File: config.mk
export PLATFORM = sky130hd
export DESIGN_NAME = xbus_sequencer
export DESIGN_NICKNAME = d
export VERILOG_FILES = /design/src/rtl/xbus_seq_pkg.sv /design/src/rtl/xbus_rst_filter.sv /design/src/rtl/xbus_phase_ctr.sv /design/src/rtl/xbus_slot_latch.sv /design/src/rtl/xbus_strobe_gen.sv /design/src/rtl/xbus_sequencer.sv
export SDC_FILE = /design/constraint.sdc
export NUM_CORES = 1
export LEC_CHECK = 0
export ABC_CLOCK_PERIOD_IN_PS = 4200
export BUFFER_PORTS_ARGS = -buffer_cell sky130_fd_sc_hd__buf_2
export CAP_MARGIN = 20
export CORE_MARGIN = 1.5
export CORE_UTILIZATION = 53
export DETAILED_ROUTE_END_ITERATION = 16
export PLACE_DENSITY = 0.89
export SYNTH_ARGS = -nofsm -noshare
export SYNTH_HDL_FRONTEND = slang
export SYNTH_SLANG_ARGS = --single-unit
File: constraint.sdc
create_clock -name clk -period 4.2 [get_ports clk]
set_clock_uncertainty 0.2 [all_clocks]
set_input_delay 0.84 -clock clk [delete_from_list [all_inputs] [get_ports clk]]
set_output_delay 0.84 -clock clk [all_outputs]
set_load 0.005 [all_outputs]
File: src/rtl/xbus_seq_pkg.sv
package xbus_seq_pkg;

    localparam int ADDR_W = 16;
    localparam int DATA_W = 8;

    typedef enum logic [2:0] {
        KIND_IDLE,
        KIND_CODE_INT,
        KIND_CODE_EXT,
        KIND_DATA_RD,
        KIND_DATA_WR
    } kind_e;

    typedef struct packed {
        kind_e             kind;
        logic              wide;
        logic [ADDR_W-1:0] addr;
        logic [DATA_W-1:0] wdata;
    } slot_t;

    function automatic logic is_data(kind_e k);
        return (k == KIND_DATA_RD) || (k == KIND_DATA_WR);
    endfunction

    function automatic kind_e code_kind(logic ext_sel_n,
                                        logic [ADDR_W-1:0] a,
                                        logic [ADDR_W:0] rom_lim);
        return (!ext_sel_n || ({1'b0, a} >= rom_lim)) ? KIND_CODE_EXT : KIND_CODE_INT;
    endfunction

endpackage

File: src/rtl/xbus_rst_filter.sv
module xbus_rst_filter #(
    parameter int HOLD = 24
) (
    input  logic clk,
    input  logic rst,
    output logic core_rst
);
    localparam int CW = $clog2(HOLD + 1);
    localparam logic [CW-1:0] C_MAX  = CW'(HOLD);
    localparam logic [CW-1:0] C_FIRE = CW'(HOLD - 1);

    logic [CW-1:0] cnt;

    always_ff @(posedge clk) begin
        if (!rst)
            cnt <= '0;
        else if (cnt != C_MAX)
            cnt <= cnt + 1'b1;
    end

    assign core_rst = rst && (cnt >= C_FIRE);
endmodule

File: src/rtl/xbus_phase_ctr.sv
module xbus_phase_ctr #(
    parameter int HALF = 6,
    localparam int PH_W = $clog2(2 * HALF)
) (
    input  logic            clk,
    input  logic            core_rst,
    output logic [PH_W-1:0] phase,
    output logic            open_first,
    output logic            open_second
);
    localparam logic [PH_W-1:0] P_LAST = PH_W'(2 * HALF - 1);
    localparam logic [PH_W-1:0] P_MID  = PH_W'(HALF - 1);

    always_ff @(posedge clk) begin
        if (core_rst)
            phase <= P_LAST;
        else if (phase == P_LAST)
            phase <= '0;
        else
            phase <= phase + 1'b1;
    end

    assign open_first  = (phase == P_LAST);
    assign open_second = (phase == P_MID);
endmodule

File: src/rtl/xbus_slot_latch.sv
module xbus_slot_latch
    import xbus_seq_pkg::*;
#(
    parameter int ROM_BYTES = 16384
) (
    input  logic              clk,
    input  logic              core_rst,
    input  logic              open_first,
    input  logic              open_second,
    input  logic              req_data,
    input  logic              req_write,
    input  logic              req_wide,
    input  logic              ext_sel_n,
    input  logic [ADDR_W-1:0] addr,
    input  logic [DATA_W-1:0] wdata,
    output slot_t             slot
);
    localparam logic [ADDR_W:0] ROM_LIM = (ADDR_W + 1)'(ROM_BYTES);

    slot_t fresh;

    always_comb begin
        fresh.wide  = req_wide;
        fresh.addr  = addr;
        fresh.wdata = wdata;
        if (req_data)
            fresh.kind = req_write ? KIND_DATA_WR : KIND_DATA_RD;
        else
            fresh.kind = code_kind(ext_sel_n, addr, ROM_LIM);
    end

    always_ff @(posedge clk) begin
        if (core_rst) begin
            slot.kind  <= KIND_IDLE;
            slot.wide  <= 1'b0;
            slot.addr  <= '0;
            slot.wdata <= '0;
        end else if (open_first) begin
            slot <= fresh;
        end else if (open_second && !is_data(slot.kind)) begin
            slot.kind <= code_kind(ext_sel_n, addr, ROM_LIM);
            slot.addr <= addr;
        end
    end
endmodule

File: src/rtl/xbus_strobe_gen.sv
module xbus_strobe_gen
    import xbus_seq_pkg::*;
#(
    parameter int HALF = 6,
    localparam int PH_W = $clog2(2 * HALF)
) (
    input  logic [PH_W-1:0]   phase,
    input  slot_t             slot,
    input  logic              ale_off,
    input  logic [DATA_W-1:0] p2_val,
    output logic              ale,
    output logic              psen_n,
    output logic              rd_n,
    output logic              wr_n,
    output logic [DATA_W-1:0] lo_out,
    output logic              lo_oe,
    output logic [DATA_W-1:0] hi_out,
    output logic              rd_capture
);
    localparam logic [PH_W-1:0] P_HALF    = PH_W'(HALF);
    localparam logic [PH_W-1:0] ALE_LEN   = PH_W'(HALF / 3);
    localparam logic [PH_W-1:0] PS_START  = PH_W'(HALF / 2);
    localparam logic [PH_W-1:0] DS_START  = PH_W'(HALF / 2);
    localparam logic [PH_W-1:0] DS_END    = PH_W'(2 * HALF - HALF / 2);
    localparam logic [PH_W-1:0] WD_END    = PH_W'(2 * HALF - HALF / 3);

    logic [PH_W-1:0] ofs;
    logic            second;
    logic            in_ale_slot;
    logic            data_mid;
    logic            show_addr_lo;
    logic            show_wdata;

    always_comb begin
        second      = (phase >= P_HALF);
        ofs         = second ? (phase - P_HALF) : phase;
        in_ale_slot = (ofs < ALE_LEN);
        data_mid    = (phase >= DS_START) && (phase <= DS_END);

        unique case (slot.kind)
            KIND_CODE_INT, KIND_CODE_EXT: ale = in_ale_slot && !ale_off;
            KIND_DATA_RD, KIND_DATA_WR:   ale = in_ale_slot && !second;
            default:                      ale = 1'b0;
        endcase

        psen_n = !((slot.kind == KIND_CODE_EXT) && (ofs >= PS_START));
        rd_n   = !((slot.kind == KIND_DATA_RD) && data_mid);
        wr_n   = !((slot.kind == KIND_DATA_WR) && data_mid);

        show_addr_lo = ((slot.kind == KIND_CODE_EXT) && in_ale_slot) ||
                       (is_data(slot.kind) && (phase < ALE_LEN));
        show_wdata   = (slot.kind == KIND_DATA_WR) && (phase >= ALE_LEN) && (phase <= WD_END);

        lo_oe = show_addr_lo || show_wdata;
        if (show_addr_lo)
            lo_out = slot.addr[DATA_W-1:0];
        else if (show_wdata)
            lo_out = slot.wdata;
        else
            lo_out = '0;

        if ((slot.kind == KIND_CODE_EXT) || (is_data(slot.kind) && slot.wide))
            hi_out = slot.addr[ADDR_W-1:DATA_W];
        else
            hi_out = p2_val;

        rd_capture = (slot.kind == KIND_DATA_RD) && (phase == DS_END);
    end
endmodule

File: src/rtl/xbus_sequencer.sv
module xbus_sequencer
    import xbus_seq_pkg::*;
#(
    parameter int INT_ROM_BYTES = 16384,
    parameter int HALF_CLKS     = 6,
    parameter int RST_HOLD      = 4 * HALF_CLKS
) (
    input  logic              clk,
    input  logic              rst,
    input  logic              req_data,
    input  logic              req_write,
    input  logic              req_wide,
    input  logic              ale_off,
    input  logic              ext_sel_n,
    input  logic [ADDR_W-1:0] addr,
    input  logic [DATA_W-1:0] p2_val,
    input  logic [DATA_W-1:0] wdata,
    input  logic [DATA_W-1:0] lo_in,
    output logic              ale,
    output logic              psen_n,
    output logic              rd_n,
    output logic              wr_n,
    output logic [DATA_W-1:0] lo_out,
    output logic              lo_oe,
    output logic [DATA_W-1:0] hi_out,
    output logic [DATA_W-1:0] rdata
);
    localparam int PH_W = $clog2(2 * HALF_CLKS);

    logic            core_rst;
    logic [PH_W-1:0] phase;
    logic            open_first;
    logic            open_second;
    slot_t           slot;
    logic            rd_capture;

    xbus_rst_filter #(.HOLD(RST_HOLD)) u_rst (
        .clk      (clk),
        .rst      (rst),
        .core_rst (core_rst)
    );

    xbus_phase_ctr #(.HALF(HALF_CLKS)) u_phase (
        .clk         (clk),
        .core_rst    (core_rst),
        .phase       (phase),
        .open_first  (open_first),
        .open_second (open_second)
    );

    xbus_slot_latch #(.ROM_BYTES(INT_ROM_BYTES)) u_slot (
        .clk         (clk),
        .core_rst    (core_rst),
        .open_first  (open_first),
        .open_second (open_second),
        .req_data    (req_data),
        .req_write   (req_write),
        .req_wide    (req_wide),
        .ext_sel_n   (ext_sel_n),
        .addr        (addr),
        .wdata       (wdata),
        .slot        (slot)
    );

    xbus_strobe_gen #(.HALF(HALF_CLKS)) u_strobe (
        .phase      (phase),
        .slot       (slot),
        .ale_off    (ale_off),
        .p2_val     (p2_val),
        .ale        (ale),
        .psen_n     (psen_n),
        .rd_n       (rd_n),
        .wr_n       (wr_n),
        .lo_out     (lo_out),
        .lo_oe      (lo_oe),
        .hi_out     (hi_out),
        .rd_capture (rd_capture)
    );

    always_ff @(posedge clk) begin
        if (core_rst)
            rdata <= '0;
        else if (rd_capture)
            rdata <= lo_in;
    end
endmodule

==> results of run 1 <==
## tightest hold or removal path, delay by kind of cell, from the launching register on
family	cells	cell delay [ns]
compound gates	1	0.05
flops	1	0.31
simple gates	1	0.05
## worst min path at each step
stage,startpoint,endpoint,slack [ns],cells past startpoint
after CTS,u_slot.slot[16]$_SDFFE_PP0P_,u_slot.slot[16]$_SDFFE_PP0P_,0.26,2
after floorplan,u_slot.slot[16]$_SDFFE_PP0P_,u_slot.slot[16]$_SDFFE_PP0P_,0.23,2
after detailed placement,u_slot.slot[16]$_SDFFE_PP0P_,u_slot.slot[16]$_SDFFE_PP0P_,0.25,2
after global routing,u_slot.slot[9]$_SDFFE_PP0P_,u_slot.slot[9]$_SDFFE_PP0P_,0.27,2
after global placement,u_slot.slot[20]$_SDFFE_PP0P_,u_slot.slot[20]$_SDFFE_PP0P_,0.24,2
final,u_slot.slot[16]$_SDFFE_PP0P_,u_slot.slot[16]$_SDFFE_PP0P_,0.25,2
## cell usage after synthesis (all sizes together), types with 2 or more instances
cell | instances | area [um^2]
and2 | 3 | 18.8
xnor2 | 3 | 26.3
mux2 | 8 | 120
xor2 | 2 | 17.5
a21oi | 30 | 154
nor3b | 2 | 20.0
nand3b | 2 | 15.0
or2 | 3 | 18.8
dfxtp | 45 | 901
and3b | 2 | 17.5
inv | 7 | 26.3
nor2b | 3 | 18.8
clkbuf | 11 | 41.3
mux2i | 9 | 90.1
nand2 | 55 | 206
ha | 6 | 75.1
nor2 | 17 | 63.8
o31ai | 3 | 36.3
o21ai | 4 | 20.0
o22ai | 2 | 12.5
a211oi | 3 | 22.5
nand3 | 5 | 25.0
buf | 6 | 48.8
a22o | 8 | 70.1
## power by group
part           switching [uW]  leakage (uW)  internal, uW  total, uW
Clock                     142     0.0000385           118        260
Combinational            60.7      0.000827          87.1        148
Sequential               25.1      0.000377           469        494
## per-stage QoR
stage | std cells | area (um^2) | total power, uW | hold slack [ns]
finish | 369 | 2610 | 902 | 0.254
CTS | 369 | 2610 | 905 | 0.258
global placement | 361 | 2520 | 645 | 0.238
global route | 369 | 2610 | 948 | 0.274
detailed placement | 361 | 2520 | 653 | 0.247
floorplan | 252 | 2170 | 594 | 0.231
## logic make-up (layout without fill, tap and decap cells)
group           Yosys count  after routing  share of synthesized area [%]
buf+inv                  24             91                           5.37
compound gates           57             57                           17.1
mux                      17             17                           9.70
fa+ha+maj                 6              6                           3.46
flops                    45             45                           41.6
xor+xnor                  5              5                           2.02
simple gates             98             98                           20.7
## per-layer routing
layer | vias up | part of all wire (%) | global-route usage (%)
met1 | 904 | 44 | 26.3
li1 | 994 | - | -
met2 | 63 | 48 | 35.3
met3 | 7 | 6.3 | 6.59
met4 | 0 | 1.4 | 8.16
met5 | - | 0 | 0
## state kept, by name, summed over array words and instances, names as in the netlist
register,flops
rdata,8
u_phase.phase,4
u_rst.cnt,5
u_slot.slot,28
## area by class of cell
cell class / instances / area (um^2) / area share [%]
Multi-Input combinational cell: 183 / 1150 / 44.2
Timing Repair Buffer: 76 / 383 / 14.7
Sequential cell: 45 / 901 / 34.5
Inverter: 7 / 26.3 / 1.01
Clock inverter: 1 / 7.51 / 0.288
Tap cell: 50 / 62.6 / 2.40
Clock buffer: 7 / 76.3 / 2.93
## layout by cell type (no fill, tap or decap), types with 6 or more instances in the layout
master / Yosys / routed
a22o_1: 8 / 8
inv_1: 7 / 7
nor2_1: 17 / 16
nand2_1: 55 / 55
a21oi_1: 29 / 29
buf_2: 3 / 75
mux2_4: 8 / 8
dfxtp_1: 45 / 45
ha_1: 6 / 6
mux2i_1: 9 / 9
==> metrics.md, run 1 <==
| Metric | Value |
|---|---|
| R2R depth | 5 |
| Residual DRC | 0 |
| Antenna Nets Post-Route | 0 |
| CP arrival | 2.21 ns |
| Largest net degree at the start of global routing | 31 |
| Sequential area share after synthesis | 41.6% |
| Synth cell types | 41 |
| Clk_lat worst skew | 0.29 ns |
| Final setup TNS | 0 ns |
| CTS resizes | 0 |
| Power per cell area | 346 nW/um^2 |
| CP cell instances | nor3b_2 > or2_2 > a21o_1 > mux2_4 > buf_2 |
| Pins over their slew limit | 0 |
| CP top delay family | simple AND/OR/NAND/NOR gates |
| CTS max path bufs | 2 |
| CTS tree | built |
| Slew headroom | 48.7% |
| Die width | 66.9 um |
| Setup ws final | 0.951 ns |
| Global Route Usage Sum | 21.5% |
| Cts hold-fix bufs | 0 |
| Antenna violations before repair | 0 |
| Die area | 4480 um^2 |
| Clock Sinks | 45 |
| YS warnings | 0 |
| P&R area growth vs syn | 20.4% |
| Vias in the first global route | 1662 |
| Tightest Pin Transition | 0.769 ns |
| # fillers | 329 |
| H-tree depth | 2 |
| Static Leak | 0.00124 uW |
| Ys async rst share | 0% |
| WP data required | 3.16 ns |
| Root buf cell | clkbuf_8 |
| Reg clk slew, reported paths | 0.08 ns |
| CP max stage cell | nor3b_2 |
| # nets final | 371 |
| First-pass GRT wire length | 7.29 mm |
| Number of max-cap violations | 0 |
| Drt initial violations | 104 |
| Worst setup path startpoint | u_slot.slot[27]$_SDFFE_PP0P_ |
| Total CTS buffers | 5 |
| Antenna cells | 0 |
| Worst flop-to-flop path endpoint | u_slot.slot[26]$_SDFFE_PP0P_ |
| Worst-path fanout max | 8 |
| Post-CTS setup buffer count | 0 |
| Max Freq | 308 MHz |
| Ys flop type | dfxtp_1 |
| FP Rows | 23 |
| Die Y | 66.9 um |
| CP Launch Type | register |
| Cell Area, Synth | 2170 um^2 |
| Vias per cell | 5.33 |
| Final wirelength | 4.74 mm |
| WL/cell | 12.8 um |
| Grt ovf | 0 |
| Worst r2r src | u_phase.phase[1]$_SDFF_PP1_ |
| Post-synth EDFFs | 0 |
| Dpl hpwl | 3.38 mm |
| Period utilization | 77.4% |
| Syn avg cell area | 8.60 um^2 |
| Final core utilization | 65.7% |
| CP Capture Point | hi_out[3] |
| Setup CP Type | register to output pin |
| Ratio of cells with drive above 1 in the final layout | 30.4% |
| R2R setup slack | 1.60 ns |
| Crit path depth | 5 |
| RSZ-0062 raised after global routing | no |
| Routability cong. | 0.833 |
| Initial core utilization | 54.6% |
| Total number of vias | 1968 |
| Critical Path End Type | output pin |
| Core area | 3970 um^2 |
| Final Hold Fails | 0 |
| Dpl ws | 1.28 ns |
| Buffer and inverter count on the worst path | 1 |
| IO Count | 76 |
| Maximum vdd drop | 0.000273 V |
| Finish-stage setup viols | 0 |
| HP Class | register to register |
| Fin crit period | 3.25 ns |
| #FFs+latches synth | 45 |
| Syn nets | 305 |
| Pre-antenna DRT Iters | 4 |
| IO Port Bufs | 75 |
| Synth Instances | 252 |
| Max incr delay on CP | 0.45 ns |
| Outcome | finished, final reports clean |
Note: power is estimated with default switching activity, not from simulation.
==> inputs of run 2 (changes only) <==
Settings changed: ABC_CLOCK_PERIOD_IN_PS 4200 to 2700, CORE_UTILIZATION 53 to 45, PLACE_DENSITY 0.89 to 0.81.
Clock period 4.2 ns to 2.7 ns, I/O delays scaled along.
==> metrics.md, run 2 (same netlist as run 1, synthesis figures left out) <==
| Metric | Value |
|---|---|
| Max FFs per register | 28 |
| Tightest Pin Transition | 0.511 ns |
| RSZ-0062 raised after global routing | yes |
| Total CTS buffers | 5 |
| Commonest non-fill, non-tap cell in the layout | buf_2 |
| Maximum vdd drop | 0.000509 V |
| Critical Path End Type | output pin |
| WP data required | 1.96 ns |
| Die Y | 72.4 um |
| Vias in the first global route | 1756 |
| Sequential share of power | 53.0% |
| CTS tree | built |
| Placed Cells | 372 |
| Combinational fraction of design power | 17.6% |
| Hold Path Depth | 2 |
| Worst min-delay path startpoint | u_slot.slot[22]$_SDFFE_PP0P_ |
| Residual DRC | 0 |
| Die area | 5240 um^2 |
| Outcome | finished, final reports clean |
| Largest net degree at the start of global routing | 35 |
| CTS max path bufs | 2 |
| Ratio of cells with drive above 1 in the final layout | 36.0% |
| Clock Sinks | 45 |
| Setup CP Type | register to output pin |
| Power per cell area | 527 nW/um^2 |
| Number of max-cap violations | 0 |
| Antenna cells | 0 |
| Total number of vias | 1995 |
| Dpl ws | 0.238 ns |
| IO Port Bufs | 75 |
| Worst flop-to-flop path endpoint | u_slot.slot[25]$_SDFFE_PP0P_ |
| Top reg by flops | u_slot.slot |
| Largest regs | u_slot.slot x28, rdata x8, u_rst.cnt x5 |
| Slew headroom | 65.1% |
| Sw Pwr | 384 uW |
| Grt ovf | 0 |
| # nets final | 383 |
| CP arrival | 1.88 ns |
| # fillers | 433 |
| R2R setup slack | 0.58 ns |
| HP Class | register to register |
| Met2 Use GR | 31.6% |
| Root buf cell | clkbuf_8 |
| P&R area growth vs syn | 27.1% |
| WL/cell | 12.7 um |
| FP Rows | 25 |
| R2R depth | 6 |
| Antenna violations before repair | 0 |
| Final Hold Fails | 0 |
| Grt met1 use | 23.0% |
| Period utilization | 97.2% |
| Vias per cell | 5.18 |
| H-tree depth | 2 |
| Clk_lat worst skew | 0.30 ns |
| Clock power frac | 29.4% |
| Worst-path fanout max | 5 |
| Hold Crit Endpoint | u_slot.slot[22]$_SDFFE_PP0P_ |
| Finish-stage setup viols | 0 |
| Setup ws final | 0.0769 ns |
| Commonest non-fill, non-tap cells in the layout | buf_2 (75), nand2_1 (55), dfxtp_1 (40) |
| Drt initial violations | 141 |
| Cts hold-fix bufs | 0 |
| Routability cong. | 0.870 |
| GR peak layer | met2 |
| Pre-antenna DRT Iters | 4 |
| Static Leak | 0.00131 uW |
| IO Count | 76 |
| Initial core utilization | 46.2% |
| Die width | 72.4 um |
| GR Layer Usage met3 | 5.56% |
| Pint | 1070 uW |
| Global Route Usage Sum | 18.7% |
| Dpl hpwl | 3.47 mm |
| Max Freq | 381 MHz |
| Pins over their slew limit | 0 |
| Reg clk slew, reported paths | 0.09 ns |
| Switching Share | 26.5% |
| Worst r2r src | u_phase.phase[0]$_SDFF_PP1_ |
| CP Launch Type | register |
| Fin crit period | 2.62 ns |
| Finished Layout Cells | 385 |
| First-pass GRT wire length | 7.70 mm |
| Final wirelength | 4.89 mm |
| Antenna Nets Post-Route | 0 |
| Core area | 4690 um^2 |
-- run 2: layer usage --
metal	routed length [um]	share of wire (%)
met3	322	6.6
met5	0	0
met4	45	0.92
met2	2310	47
met1	2210	45
-- run 2: power groups by stage --
stage	Clock, uW	Sequential, uW	Combinational, uW
3_3_place_gp	0	781	244
2_1_floorplan	0	778	146
3_5_place_dp	0	783	250
4_1_cts	440	771	254
5_1_grt	471	778	281
6_report	427	770	255
-- run 2: layout make-up --
class	instances	area [um^2]	share of cell area (%)
clock buffer	5	68.8	2.50
tap	54	67.6	2.45
clock inverter	3	21.3	0.772
multi-input combinational	184	1180	43.0
timing repair buffer	87	478	17.3
inverter	7	26.3	0.954
sequential	45	910	33.0
-- run 2: worst max path at each step --
| stage | from | endpoint | slack [ns] | depth (start not counted) |
|---|---|---|---|---|
| final | u_slot.slot[26]$_SDFFE_PP0P_ | lo_out[7] | 0.08 | 6 |
| after global routing | u_slot.slot[25]$_SDFFE_PP0P_ | lo_out[4] | -0.01 | 6 |
| after CTS | u_slot.slot[27]$_SDFFE_PP0P_ | hi_out[2] | 0.004 | 6 |
| after detailed placement | u_slot.slot[27]$_SDFFE_PP0P_ | hi_out[2] | 0.24 | 6 |
| after global placement | u_slot.slot[27]$_SDFFE_PP0P_ | hi_out[3] | 0.27 | 6 |
| after floorplan | u_slot.slot[27]$_SDFFE_PP0P_ | hi_out[0] | 0.41 | 6 |
-- run 2: timing repair --
| action | CTS | global route |
|---|---|---|
| resized for setup | 5 | 8 |
| cloned | 0 | 1 |
| endpoints found under the hold margin | 0 | 0 |
| buffers inserted | 2 | 2 |
| setup endpoints to repair | 17 | 18 |
| pin swaps | 1 | 3 |
-- run 2: metrics by stage --
step / total power, uW / area (um^2) / setup TNS [ns] / utilization (%) / hold slack, ns
CTS: 1460 / 2710 / 0 / 57.7 / 0.261
finish: 1450 / 2760 / 0 / 58.7 / 0.258
global route: 1530 / 2760 / -0.0377 / 58.7 / 0.258
floorplan: 924 / 2170 / 0 / - / 0.231
global placement: 1020 / 2590 / 0 / 55.3 / 0.239
detailed placement: 1030 / 2590 / 0 / 55.3 / 0.248
-- run 2: worst max-delay path, stage by stage, from the launching register on --
cell	delay, ns
dfxtp_2	0.37
nor3b_1	0.22
buf_4	0.18
nand3_1	0.15
a21oi_2	0.34
a22o_1	0.21
buf_2	0.11
